**config.mk**
```make
export PLATFORM = sky130hd
export DESIGN_NAME = qirq_ctrl
export DESIGN_NICKNAME = d
export VERILOG_FILES = /design/src/rtl/qirq_pkg.sv /design/src/rtl/qirq_cfg_regs.sv /design/src/rtl/qirq_lo_cond.sv /design/src/rtl/qirq_pend_unit.sv /design/src/rtl/qirq_ctrl.sv
export SDC_FILE = /design/constraint.sdc
export NUM_CORES = 1
export LEC_CHECK = 0
export BUFFER_PORTS_ARGS = -buffer_cell sky130_fd_sc_hd__buf_2
export CORE_UTILIZATION = 55
export CTS_BUF_LIST = sky130_fd_sc_hd__clkbuf_16
export DETAILED_ROUTE_END_ITERATION = 7
export HOLD_SLACK_MARGIN = 0.12
export PLACE_DENSITY = 0.76
export SKIP_CTS_REPAIR_TIMING = 1
export SLEW_MARGIN = 20
export SYNTH_ARGS = -nofsm -noshare
export SYNTH_HDL_FRONTEND = slang
export SYNTH_SLANG_ARGS = --single-unit
```
**constraint.sdc**
```tcl
create_clock -name clk -period 4.1 [get_ports clk]
set_input_delay 0.41 -clock clk [delete_from_list [all_inputs] [get_ports clk]]
set_output_delay 0.41 -clock clk [all_outputs]
set_load 0.005 [all_outputs]
```
**src/rtl/qirq_pkg.sv**
```systemverilog
package qirq_pkg;

    localparam int NIBBLE      = 4;
    localparam int CODE_W      = 3;
    localparam int FLAGS_PER_Q = 4;

    typedef struct packed {
        logic       invert;
        logic [1:0] pick;
    } src_code_t;

    typedef enum logic [1:0] {
        CTL_EN_LO   = 2'd0,
        CTL_EN_HI   = 2'd1,
        CTL_PEND_LO = 2'd2,
        CTL_PEND_HI = 2'd3
    } ctl_reg_e;

    function automatic logic eval_code(input logic [FLAGS_PER_Q-1:0] flags,
                                       input src_code_t code);
        return flags[code.pick] ^ code.invert;
    endfunction

    function automatic src_code_t nib_to_code(input logic [NIBBLE-1:0] nib);
        return src_code_t'(nib[CODE_W-1:0]);
    endfunction

endpackage

```
**src/rtl/qirq_cfg_regs.sv**
```systemverilog
module qirq_cfg_regs
    import qirq_pkg::*;
#(
    parameter int HALF_Q    = 32,
    parameter int ADDR_W    = 3,
    parameter int SRC_WORDS = 4
) (
    input  logic                     clk,
    input  logic                     rst,
    input  logic                     wr_en,
    input  logic [ADDR_W-1:0]        wr_addr,
    input  logic [HALF_Q-1:0]        wr_data,
    output logic [HALF_Q*CODE_W-1:0] codes_o,
    output logic [HALF_Q-1:0]        en_lo_o,
    output logic [HALF_Q-1:0]        en_hi_o
);
    localparam int QPW = HALF_Q / SRC_WORDS;
    localparam logic [ADDR_W-1:0] A_EN_LO = ADDR_W'(SRC_WORDS + int'(CTL_EN_LO));
    localparam logic [ADDR_W-1:0] A_EN_HI = ADDR_W'(SRC_WORDS + int'(CTL_EN_HI));

    for (genvar q = 0; q < HALF_Q; q++) begin : g_code
        localparam int W = q / QPW;
        localparam int K = q % QPW;
        src_code_t code_r;
        always_ff @(posedge clk) begin
            if (rst) begin
                code_r <= '0;
            end else if (wr_en && wr_addr == ADDR_W'(W)) begin
                code_r <= nib_to_code(wr_data[K*NIBBLE +: NIBBLE]);
            end
        end
        assign codes_o[q*CODE_W +: CODE_W] = code_r;
    end

    always_ff @(posedge clk) begin
        if (rst) begin
            en_lo_o <= '0;
            en_hi_o <= '0;
        end else if (wr_en) begin
            if (wr_addr == A_EN_LO) en_lo_o <= wr_data;
            if (wr_addr == A_EN_HI) en_hi_o <= wr_data;
        end
    end

endmodule

```
**src/rtl/qirq_lo_cond.sv**
```systemverilog
module qirq_lo_cond
    import qirq_pkg::*;
#(
    parameter int HALF_Q = 32
) (
    input  logic [HALF_Q*FLAGS_PER_Q-1:0] flags_i,
    input  logic [HALF_Q*CODE_W-1:0]      codes_i,
    output logic [HALF_Q-1:0]             cond_o
);
    for (genvar q = 0; q < HALF_Q; q++) begin : g_sel
        assign cond_o[q] = eval_code(flags_i[q*FLAGS_PER_Q +: FLAGS_PER_Q],
                                     src_code_t'(codes_i[q*CODE_W +: CODE_W]));
    end
endmodule

```
**src/rtl/qirq_pend_unit.sv**
```systemverilog
module qirq_pend_unit #(
    parameter int N = 32
) (
    input  logic         clk,
    input  logic         rst,
    input  logic [N-1:0] cond_i,
    input  logic [N-1:0] en_i,
    input  logic         clr_i,
    input  logic [N-1:0] clr_mask_i,
    output logic [N-1:0] pend_o
);
    logic [N-1:0] prev_q;
    logic [N-1:0] rise;
    logic [N-1:0] keep;

    assign rise = cond_i & ~prev_q & en_i;
    assign keep = clr_i ? ~clr_mask_i : '1;

    always_ff @(posedge clk) begin
        if (rst) begin
            prev_q <= '0;
            pend_o <= '0;
        end else begin
            prev_q <= cond_i;
            pend_o <= (pend_o & keep) | rise;
        end
    end
endmodule

```
**src/rtl/qirq_ctrl.sv**
```systemverilog
module qirq_ctrl
    import qirq_pkg::*;
#(
    parameter  int HALF_Q    = 32,
    localparam int SRC_WORDS = NIBBLE,
    localparam int ADDR_W    = $clog2(SRC_WORDS + 4)
) (
    input  logic                          clk,
    input  logic                          rst,
    input  logic [HALF_Q*FLAGS_PER_Q-1:0] lo_flags,
    input  logic [HALF_Q-1:0]             hi_nne,
    input  logic                          wr_en,
    input  logic [ADDR_W-1:0]             wr_addr,
    input  logic [HALF_Q-1:0]             wr_data,
    input  logic [ADDR_W-1:0]             rd_addr,
    output logic [HALF_Q-1:0]             rd_data,
    output logic                          irq_lo,
    output logic                          irq_hi
);
    localparam int QPW = HALF_Q / SRC_WORDS;
    localparam logic [ADDR_W-1:0] A_EN_LO   = ADDR_W'(SRC_WORDS + int'(CTL_EN_LO));
    localparam logic [ADDR_W-1:0] A_EN_HI   = ADDR_W'(SRC_WORDS + int'(CTL_EN_HI));
    localparam logic [ADDR_W-1:0] A_PEND_LO = ADDR_W'(SRC_WORDS + int'(CTL_PEND_LO));
    localparam logic [ADDR_W-1:0] A_PEND_HI = ADDR_W'(SRC_WORDS + int'(CTL_PEND_HI));

    logic [HALF_Q*CODE_W-1:0] codes;
    logic [HALF_Q-1:0]        en_lo, en_hi;
    logic [HALF_Q-1:0]        cond_lo;
    logic [HALF_Q-1:0]        pend_lo, pend_hi;

    qirq_cfg_regs #(.HALF_Q(HALF_Q), .ADDR_W(ADDR_W), .SRC_WORDS(SRC_WORDS)) u_cfg (
        .clk(clk), .rst(rst), .wr_en(wr_en), .wr_addr(wr_addr), .wr_data(wr_data),
        .codes_o(codes), .en_lo_o(en_lo), .en_hi_o(en_hi)
    );

    qirq_lo_cond #(.HALF_Q(HALF_Q)) u_cond (
        .flags_i(lo_flags), .codes_i(codes), .cond_o(cond_lo)
    );

    qirq_pend_unit #(.N(HALF_Q)) u_pend_lo (
        .clk(clk), .rst(rst), .cond_i(cond_lo), .en_i(en_lo),
        .clr_i(wr_en && wr_addr == A_PEND_LO), .clr_mask_i(wr_data), .pend_o(pend_lo)
    );

    qirq_pend_unit #(.N(HALF_Q)) u_pend_hi (
        .clk(clk), .rst(rst), .cond_i(hi_nne), .en_i(en_hi),
        .clr_i(wr_en && wr_addr == A_PEND_HI), .clr_mask_i(wr_data), .pend_o(pend_hi)
    );

    assign irq_lo = |pend_lo;
    assign irq_hi = |pend_hi;

    always_comb begin
        rd_data = '0;
        if (int'(rd_addr) < SRC_WORDS) begin
            for (int k = 0; k < QPW; k++) begin
                rd_data[k*NIBBLE +: CODE_W] = codes[(int'(rd_addr)*QPW + k)*CODE_W +: CODE_W];
            end
        end else begin
            case (rd_addr)
                A_EN_LO:   rd_data = en_lo;
                A_EN_HI:   rd_data = en_hi;
                A_PEND_LO: rd_data = pend_lo;
                A_PEND_HI: rd_data = pend_hi;
                default:   rd_data = '0;
            endcase
        end
    end

endmodule

```
### After elaboration in Yosys (flattened, before gate mapping)

Cells that the tools add are included.

* word-level logic and storage cells: 274
* output and inout bits: 34
* input port bits: 201
* flip-flop bits (word level): 288

* equal/unequal tests: 11
* add/subtract/negate cells: 7
* muxes and demuxes: 83
* reductions and logical operators: 11
* shifts and indexed selects: 8
* bitwise logic cells: 43
* multiply operators: 8
* order comparisons: 33

Operators with widths (count)
* $shiftx A96 B10 Y3: 7
* $and A32 B32 Y32: 6
* $pmux W32 S4: 1
* $lt A2 B3 Y1 const B: 32
* $not A32 Y32: 3
* $shiftx A96 B9 Y3: 1
* $bmux W1 S2: 32
* $mux W32: 2
* $or A32 B32 Y32: 2
* $reduce_or A32 Y1: 2
* $mul A7 B2 Y9 const B: 7
* $mux W1: 40
* $xor A1 B1 Y1: 32
* $add A6 B3 Y7 const B: 4
* $eq A3 B3 Y1 const B: 8
* $mux W3: 8
* $add A6 B2 Y7 const B: 2
* $add A6 B1 Y7 const B: 1
* $eq A3 B2 Y1 const B: 2
* $logic_and A1 B1 Y1: 6
* $mul A3 B2 Y5 const B: 1
* $reduce_and A2 Y1: 2
* $eq A3 B1 Y1 const B: 1
* $logic_not A3 Y1: 1
* $lt A3 B3 Y1 const B: 1

### Longest topological paths before layout

Gate-level depths: netlist (run 1).

* depth after elaboration: 6
* mapped depth: 6
* gate-level depth less buffers: 3

### Cells and area by module

From an unflattened synthesis (run 1), not the netlist that was laid out.

* cells, all modules: 1216
* area total of the unflattened synthesis: 13850.8 sq um

By module, submodules not included
* qirq_cfg_regs: instances 1, sequential area each 3203.1 sq um, cells each 563, area each 6328.6 sq um
* qirq_pend_unit: instances 2, sequential area each 1281.2 sq um, cells each 202, area each 2178.3 sq um
* qirq_ctrl: instances 1, sequential area each 0.0 sq um, cells each 185, area each 2164.6 sq um
* qirq_lo_cond: instances 1, sequential area each 0.0 sq um, cells each 64, area each 1001.0 sq um

### Worst setup path after synthesis (run 1)

OpenSTA, ideal clock, no wires.

* path type: input to output
* start point: input port rd_addr[0]
* end point: output port rd_data[12]
* path slack: 2.191 ns
* arrival: 1.499 ns
* required time: 3.690 ns
* cell stages on the path: 4
* buffers on the path: 2
* cells stage by stage: buf_6 > buf_6 > mux4_2 > mux2_2

* word-level cells in the longest chain between the ends: 4
* elaborated cells between the ends (all ways): 10
* those cells by class: add/sub (1); mul (1); order compare (1); eq/ne (4); shift (1); mux (2)

Ends and longest elaborated chain
* start: declaration: line qirq_ctrl.sv:15 `input logic [ADDR_W-1:0] rd_addr,`
* $add A6 B2 Y7: line qirq_ctrl.sv:57 `rd_data[k*NIBBLE +: CODE_W] = codes[(int'(rd_addr)*QPW + k)*CODE_W +: CODE_W];`
* $mul A7 B2 Y9: line qirq_ctrl.sv:57
* $shiftx A96 B10 Y3: line qirq_ctrl.sv:57
* $mux W3 (*): line qirq_ctrl.sv:55 `if (int'(rd_addr) < SRC_WORDS) begin`
* end: declaration: line qirq_ctrl.sv:16 `output logic [HALF_Q-1:0] rd_data,`

Mark *: on every way between the ends. The rest lies on a longest branch, timed or not.

### Worst setup path in the final report (run 1)

* start point: register u_pend_hi.pend_o[13]
* end point: output port irq_hi

* word-level cells in the longest chain between the ends: 1

Ends and longest elaborated chain
* start: declaration: line qirq_pend_unit.sv:10 `output logic [N-1:0] pend_o`
* start signal: assignment: line qirq_pend_unit.sv:25 `pend_o <= (pend_o & keep) | rise;`
* $reduce_or A32 Y1: line qirq_ctrl.sv:51 `assign irq_hi = |pend_hi;`
* end: declaration: line qirq_ctrl.sv:18 `output logic irq_hi`

No other way between the ends.

==> metrics.log, run 1 <==
INFO  metric final_worst_path_period_share = 0.699
INFO  metric area_used_by_multi_input_combinational_logic = 6490 um2
INFO  metric max_slew_margin = 0.267
INFO  metric cellLeakagePower = ~5.8 nW
INFO  metric maxCapViolCount = 0
INFO  metric power_density = 394 nW/um2
INFO  metric synth_compound_gate_area_share = 0.119
INFO  metric synth.yosys.warnings = 0
INFO  metric dr.first_iter.drc_count = between 1000 and 1500
INFO  metric synthMuxAreaShare = 0.172
INFO  metric floorplan.die.height = 156 um
INFO  metric max_freq = roughly 350 MHz
INFO  metric globalRouteMet3Util = 0.0389
INFO  metric finalSetupTns = 0 ns
INFO  metric hold_depth = 2
INFO  metric worst_path_largest_cell_delay = 0.66 ns
INFO  metric most_used_cells_in_the_layout_excluding_fill_and_tap_cells = sky130_fd_sc_hd__nand2_1 (352), sky130_fd_sc_hd__dfxtp_1 (288), sky130_fd_sc_hd__buf_2 (232)
INFO  metric count_of_cells_along_the_worst_register_to_register_path = 3
INFO  metric critical_path.top_delay_family = simple AND/OR/NAND/NOR gates
INFO  metric seqCellArea = slightly below 6000 um2
INFO  metric worst-setup-path-type = register to output port
INFO  metric tritoncts = built
INFO  metric arrival = between 2 and 2.5 ns
INFO  metric synth_top_family_by_area = simple AND/OR/NAND/NOR gates
INFO  metric hpwl = 27200 um
INFO  metric largest_net_degree_at_the_start_of_global_routing = 160
INFO  metric detail_route.drc_violations = 0
INFO  metric drv_slew = 0
INFO  metric synth_area_per_cell = between 9 and 10 um2
INFO  metric crit_path_start_kind = register
INFO  metric clock-skew-final = roughly 0.029 ns
INFO  metric adder_cell_area_share_of_the_yosys_netlist = 0
INFO  metric post_synth_and_or_nand_nor_area_fraction = 0.179
INFO  metric post_route_cells_drive_above_1_share = 0.254
INFO  metric period_minus_slack = 2.87 ns
INFO  metric worst_setup_hold_path_clk_slew = roughly 0.060 ns
INFO  metric first_global_vias = around 11000
INFO  metric cp.required = about 3.7 ns
INFO  metric report.final.setup_viol = 0
INFO  metric ys_types = 28
INFO  metric critical_path.max_fanout = 3
INFO  metric diodes = 0
INFO  metric core_area = ~23000 um2
INFO  metric met1_usage = 0.435
INFO  metric gp_congestion = roughly 0.92
INFO  metric timing.hold.worst.class = input port to register
INFO  metric finish.utilization = 0.651
INFO  metric clkSinkCount = 288
INFO  metric cp_num_buf_inv = 1
INFO  metric firstDrtPassIters = 5
INFO  metric post_synth_instance_area = around 13000 um2
INFO  metric grt_util_met2 = 0.539
INFO  metric setup_repair_after_global_routing_missed_its_margin = false
INFO  metric antenna_found_initial = 0
INFO  metric detailroute.via_count = roughly 11000
INFO  metric postSynthCellCount = roughly 1400
INFO  metric cp.depth = 4
INFO  metric pre_cts_slack = approximately 1.4 ns
INFO  metric buffer_ports.inserted = between 200 and 250
INFO  metric crit_path_end_kind = output port
INFO  metric outcome = complete, no violations
INFO  metric hold_slack = slightly below 0.09 ns
INFO  metric fp.dieW = about 160 um
INFO  metric design.final.nets = ~1800
INFO  metric irDropWorstVdd = between 200 and 250 uV
INFO  metric timing_worst_slew_pin_value = 1.09 ns
INFO  metric drt_wl_total = roughly 39000 um
INFO  metric grt.busiest_layer = met2
INFO  metric postSynthRegisterBits = ~290
INFO  metric rows = 56
INFO  metric synth_xor_area_frac = 0.0214
INFO  metric viasPerCell = 5.85
INFO  metric wire_length_of_the_first_global_routing_pass = around 60000 um
INFO  metric cts.root.buffer_cell = sky130_fd_sc_hd__clkbuf_16
INFO  metric most_common_cell_after_layout_fill_and_taps_aside = sky130_fd_sc_hd__nand2_1
INFO  metric die_area = approximately 24000 um2
INFO  metric syn-num-nets = ~1600
INFO  metric cts_buffer_depth = 3
INFO  metric area_growth_syn_to_layout = 16.7%
INFO  metric leftover_overflow_at_the_end_of_global_routing = 0
INFO  metric grtUsageTotal = 0.323
INFO  metric antenna_violating_nets_post_route = 0
INFO  metric timing.final.ws_setup = between 1 and 1.5 ns
INFO  metric critical_path.cell_chain = nor4_1, nand4_1, or2_2, buf_2
INFO  metric clkLatencyLatePin = ~0.55 ns
INFO  metric top_level_ports = 235
INFO  metric initial_utilization = 0.558
INFO  metric hold_viol_final = 0
INFO  metric post_drt_wl_per_cell = about 20 um
INFO  metric clock_buffer_count_from_cts = 29
INFO  metric synth_seq_area_share = 0.441
INFO  metric slowest_stage = sky130_fd_sc_hd__nor4_1
INFO  metric cts_htree_levels = 1
INFO  metric layout.filler_cells = 1980
==> flip-flops by register name, summed over array words and instances, names as in the netlist <==
register,cells
u_cfg.en_hi_o,32
u_cfg.codes_o,96
u_pend_hi.prev_q,32
u_pend_lo.prev_q,32
u_cfg.en_lo_o,32
u_pend_hi.pend_o,32
u_pend_lo.pend_o,32
==> routing by layer <==
layer  up-vias  part of all wire  wire, um
li1       5214                 -         -
met1      5440              0.40     15600
met2       620              0.48     19000
met3        82             0.091      3590
met4         0             0.028      1120
met5         -                 0         0
==> layout make-up <==
| class | instances | share of cell area |
|---|---|---|
| multi-input cells | 956 | 0.426 |
| clock inverters | 23 | 0.0101 |
| inverters | 64 | 0.0158 |
| well taps | 319 | 0.0262 |
| repair buffers | 263 | 0.0966 |
| clock buffers | 29 | 0.0476 |
| flip-flops and latches | 288 | 0.378 |
==> cell families (layout without fill, tap and decap cells) <==
| family | after synthesis | count (layout) |
|---|---|---|
| and+or+nand+nor | 524 | 524 |
| DFF | 288 | 288 |
| xor gates and xnor gates | 32 | 32 |
| muxes | 112 | 112 |
| buffers and inverters | 187 | 379 |
| AOI/OAI and AO/OA | 288 | 288 |
==> stage by stage <==
stage / cells / instance area, um2 / power, mW
6_report: 1942 / 15200 / 6.01
5_1_grt: 1942 / 15200 / 6.20
4_1_cts: 1930 / 15100 / 6.00
3_5_place_dp: 1878 / 14200 / 3.55
3_3_place_gp: 1878 / 14200 / 3.54
2_1_floorplan: 1431 / 13100 / 3.32
==> power by group <==
part | switching [mW] | leakage, nW | internal (mW)
sequential | 0.0539 | 2.34 | 2.88
clock | 1.10 | 0.463 | 1.40
combinational | 0.318 | 2.94 | 0.256
total | 1.47 | 5.75 | 4.54
==> worst paths after layout <==
check	start	to	slack (ns)
worst max-delay path	u_pend_hi.pend_o[13]	irq_hi	1.23
worst min-delay path	hi_nne[23]	u_pend_hi.prev_q[23]	0.09
worst max register to register	u_cfg.codes_o[21]	u_pend_lo.pend_o[7]	2.32
worst min register to register	u_cfg.en_lo_o[8]	u_pend_lo.pend_o[8]	0.47
==> synthesized netlist by cell type (all sizes together) <==
master,number,share of area
nor2b,32,0.015
mux4,88,0.15
nand4,5,0.0024
or2,2,0.00096
mux2,24,0.021
and4b,3,0.0023
nor4,16,0.0077
inv,64,0.018
nand2,352,0.10
nor4bb,3,0.0023
nor2,64,0.018
or4b,1,0.00077
nor4b,1,0.0018
o21ai,64,0.025
nand4b,2,0.0013
dfxtp,288,0.44
and2,8,0.0038
a21oi,192,0.074
nand4bb,3,0.0026
nand3b,32,0.018
a211o,32,0.021
clkbuf,58,0.017
buf,65,0.031
xnor2,32,0.021
No activity file was read; power rests on OpenSTA's default activity.
==> run 2, diff against run 1 <==
ABC_AREA = 1   (was default)
CORE_UTILIZATION = 51   (was 55)
PLACE_DENSITY = 0.74   (was 0.76)
clock period = 2.4 ns   (was 4.1 ns; I/O delays follow)
==> run 2 against run 1 <==
Against the previous run:
- clock skew decreased by 0.0034 ns
- highest routed layer is now met5
- largest cell class unchanged
- global-route usage is 2.9 points higher
- non-clock buffer count grew 56
- combinational power rose by 120%
==> metrics.log, run 2 <==
INFO  metric timing.hold.worst.class = input port to register
INFO  metric leftover_overflow_at_the_end_of_global_routing = 0
INFO  metric viasPerCell = about 5.8
INFO  metric largest_net_degree_at_the_start_of_global_routing = around 110
INFO  metric floorplan.die.height = approximately 160 um
INFO  metric finalSetupTns = 0 ns
INFO  metric detailroute.via_count = 14000
INFO  metric most_used_standard_cells_in_the_synthesized_netlist = sky130_fd_sc_hd__nand2_1 (419), sky130_fd_sc_hd__dfxtp_1 (288), sky130_fd_sc_hd__a21oi_1 (240)
INFO  metric postSynth.topFlopCell = sky130_fd_sc_hd__dfxtp_1
INFO  metric postSynthCellCount = approximately 1800
INFO  metric pwr-share-clk = 0.409
INFO  metric cts_buffer_depth = 3
INFO  metric max_freq = 470 MHz
INFO  metric yosysMostFrequentCell = sky130_fd_sc_hd__nand2_1
INFO  metric fp.dieW = roughly 160 um
INFO  metric timing.final.ws_setup = between 0.2 and 0.3 ns
INFO  metric cellLeakagePower = slightly above 7 nW
INFO  metric synth_area_per_cell = between 7 and 8 um2
INFO  metric outcome = complete, no violations
INFO  metric irDropWorstVdd = 482 uV
INFO  metric clkLatencyLatePin = approximately 0.58 ns
INFO  metric maxCapViolCount = 0
INFO  metric antenna_found_initial = 1
INFO  metric tritoncts = built
INFO  metric area_growth_syn_to_layout = 22.9%
INFO  metric most_common_cell_after_layout_fill_and_taps_aside = sky130_fd_sc_hd__nand2_1
INFO  metric rows = 57
INFO  metric hold_slack = 0.102 ns
INFO  metric top_level_ports = ~240
INFO  metric power = around 11 mW
INFO  metric synth_top_area_share = 0.447
INFO  metric antenna_violating_nets_post_route = 0
INFO  metric cts.root.buffer_cell = sky130_fd_sc_hd__clkbuf_16
INFO  metric drt_wl_total = between 40000 and 50000 um
INFO  metric largest_register_ff_count = 96
INFO  metric synth.yosys.warnings = 0
INFO  metric power_density = around 680 nW/um2
INFO  metric dpl_cell_area = 14300 um2
INFO  metric clock-skew-final = approximately 0.026 ns
INFO  metric postSynthRegisterBits = between 200 and 300
INFO  metric setup_repair_after_global_routing_missed_its_margin = false
INFO  metric core_area = 24500 um2
INFO  metric syn-num-nets = around 2000
INFO  metric synth_seq_area_share = 0.447
INFO  metric comb_power_share = 0.119
INFO  metric ys_types = 22
INFO  metric report.final.setup_viol = 0
INFO  metric wire_length_of_the_first_global_routing_pass = 70600 um
INFO  metric synth_top_cell_by_area = sky130_fd_sc_hd__dfxtp_1
INFO  metric firstDrtPassIters = 5
INFO  metric detail_route.drc_violations = 0
INFO  metric buffer_ports.inserted = between 200 and 250
INFO  metric clkSinkCount = around 290
INFO  metric critical_path.max_fanout = 3
INFO  metric seqPwrFrac = 0.471
INFO  metric final_worst_path_period_share = 0.887
INFO  metric first_global_vias = around 13000
INFO  metric post_route_cells_drive_above_1_share = 0.146
INFO  metric final_cell_area = 15800 um2
INFO  metric cp.required = 2.16 ns
INFO  metric post_synth_instance_area = 12900 um2
INFO  metric hpwl = ~34000 um
INFO  metric design.final.nets = ~2300
INFO  metric initial_utilization = 0.526
INFO  metric worst_setup_hold_path_clk_slew = roughly 0.060 ns
INFO  metric gp_congestion = between 1 and 1.5
INFO  metric pre_cts_slack = roughly 0.52 ns
INFO  metric synth.top_cells.by_area = sky130_fd_sc_hd__dfxtp_1 (45%), sky130_fd_sc_hd__nand2_1 (12%), sky130_fd_sc_hd__a21oi_1 (9.3%)
INFO  metric switchingPower = approximately 2.9 mW
INFO  metric dr.first_iter.drc_count = approximately 1200
INFO  metric period_minus_slack = around 2.1 ns
INFO  metric clock_buffer_count_from_cts = 31
INFO  metric switching_share = 0.264
INFO  metric drv_slew = 0
INFO  metric hold_viol_final = 0
INFO  metric cts_htree_levels = 1
INFO  metric crit_path_start_kind = register
INFO  metric timing_worst_slew_pin_value = ~0.80 ns
INFO  metric worst-setup-path-type = register to output port
INFO  metric diodes = 0
INFO  metric synth_async_sr_flop_share = 0
INFO  metric number_of_synthesized_flops_with_an_enable_pin = 0
INFO  metric power.internal = 7.97 mW
INFO  metric grtUsageTotal = 0.353
INFO  metric post_drt_wl_per_cell = between 15 and 20 um
INFO  metric max_slew_margin = 0.467
INFO  metric most_used_cells_in_the_layout_excluding_fill_and_tap_cells = sky130_fd_sc_hd__nand2_1 (418), sky130_fd_sc_hd__dfxtp_1 (288), sky130_fd_sc_hd__a21oi_1 (240)
INFO  metric crit_path_end_kind = output port
INFO  metric die_area = 25900 um2
INFO  metric arrival = around 1.9 ns
[run 2: changes by cell type after synthesis, sizes merged, moves of 32 or more]
cell   before  now
o21ai      64  227
a21oi     192  240
a211o      32    0
nand2     352  420
mux4       88    0
nor2       64  143
inv        64  173
nand3       0  128
nor2b      32    0
xnor2      32    0
[run 2: cell families after synthesis]
kind of cell	Yosys count	synth area share
buffers and inverters	269	0.0848
AO/OA/AOI/OAI	552	0.235
AND/OR/NAND/NOR	723	0.233
flip-flops	288	0.447
[run 2: cell type report]
class	count	area, um2
tap	324	405
fill	2251	8690
clock inverter	18	130
inverter	173	652
multi-input combinational	1275	6050
timing repair buffer	319	2070
clock buffer	31	776
sequential	288	5770
[run 2: path summary, 6_finish.rpt]
kind	startpoint	endpoint	slack, ns	depth (start not counted)
setup / recovery	u_pend_lo.pend_o[10]	irq_lo	0.27	5
hold / removal	lo_flags[74]	u_pend_lo.prev_q[18]	0.10	6
setup reg to reg	u_cfg.codes_o[81]	u_pend_lo.pend_o[27]	1.06	6
hold reg to reg	u_cfg.en_hi_o[13]	u_pend_hi.pend_o[13]	0.47	2
[run 2: critical path: stages, from the launching register on]
cell and delay [ns]:
sky130_fd_sc_hd__dfxtp_1 0.33, sky130_fd_sc_hd__nor4_1 0.44, sky130_fd_sc_hd__nand2_1 0.11, sky130_fd_sc_hd__nor2_1 0.18
sky130_fd_sc_hd__nand2_1 0.11, sky130_fd_sc_hd__buf_2 0.14
[run 2: per-layer routing]
metal,GRT usage,share of wire
met1,0.403,0.37
met2,0.594,0.47
met3,0.0552,0.077
met4,0.268,0.082
met5,0,0.00019
[run 2: power by group through the flow]
stage | clock network [mW] | logic (mW) | registers (mW)
floorplan | 0 | 0.668 | 5.16
global placement | 0 | 1.16 | 5.20
detailed placement | 0 | 1.18 | 5.20
CTS | 4.45 | 1.19 | 5.10
global route | 4.65 | 1.41 | 5.12
finish | 4.44 | 1.29 | 5.11
[run 2: per-stage QoR]
step | cells | utilization
5_1_grt | 2428 | 0.646
3_3_place_gp | 2315 | 0.583
2_1_floorplan | 1832 | -
6_report | 2428 | 0.646
4_1_cts | 2364 | 0.620
3_5_place_dp | 2315 | 0.583
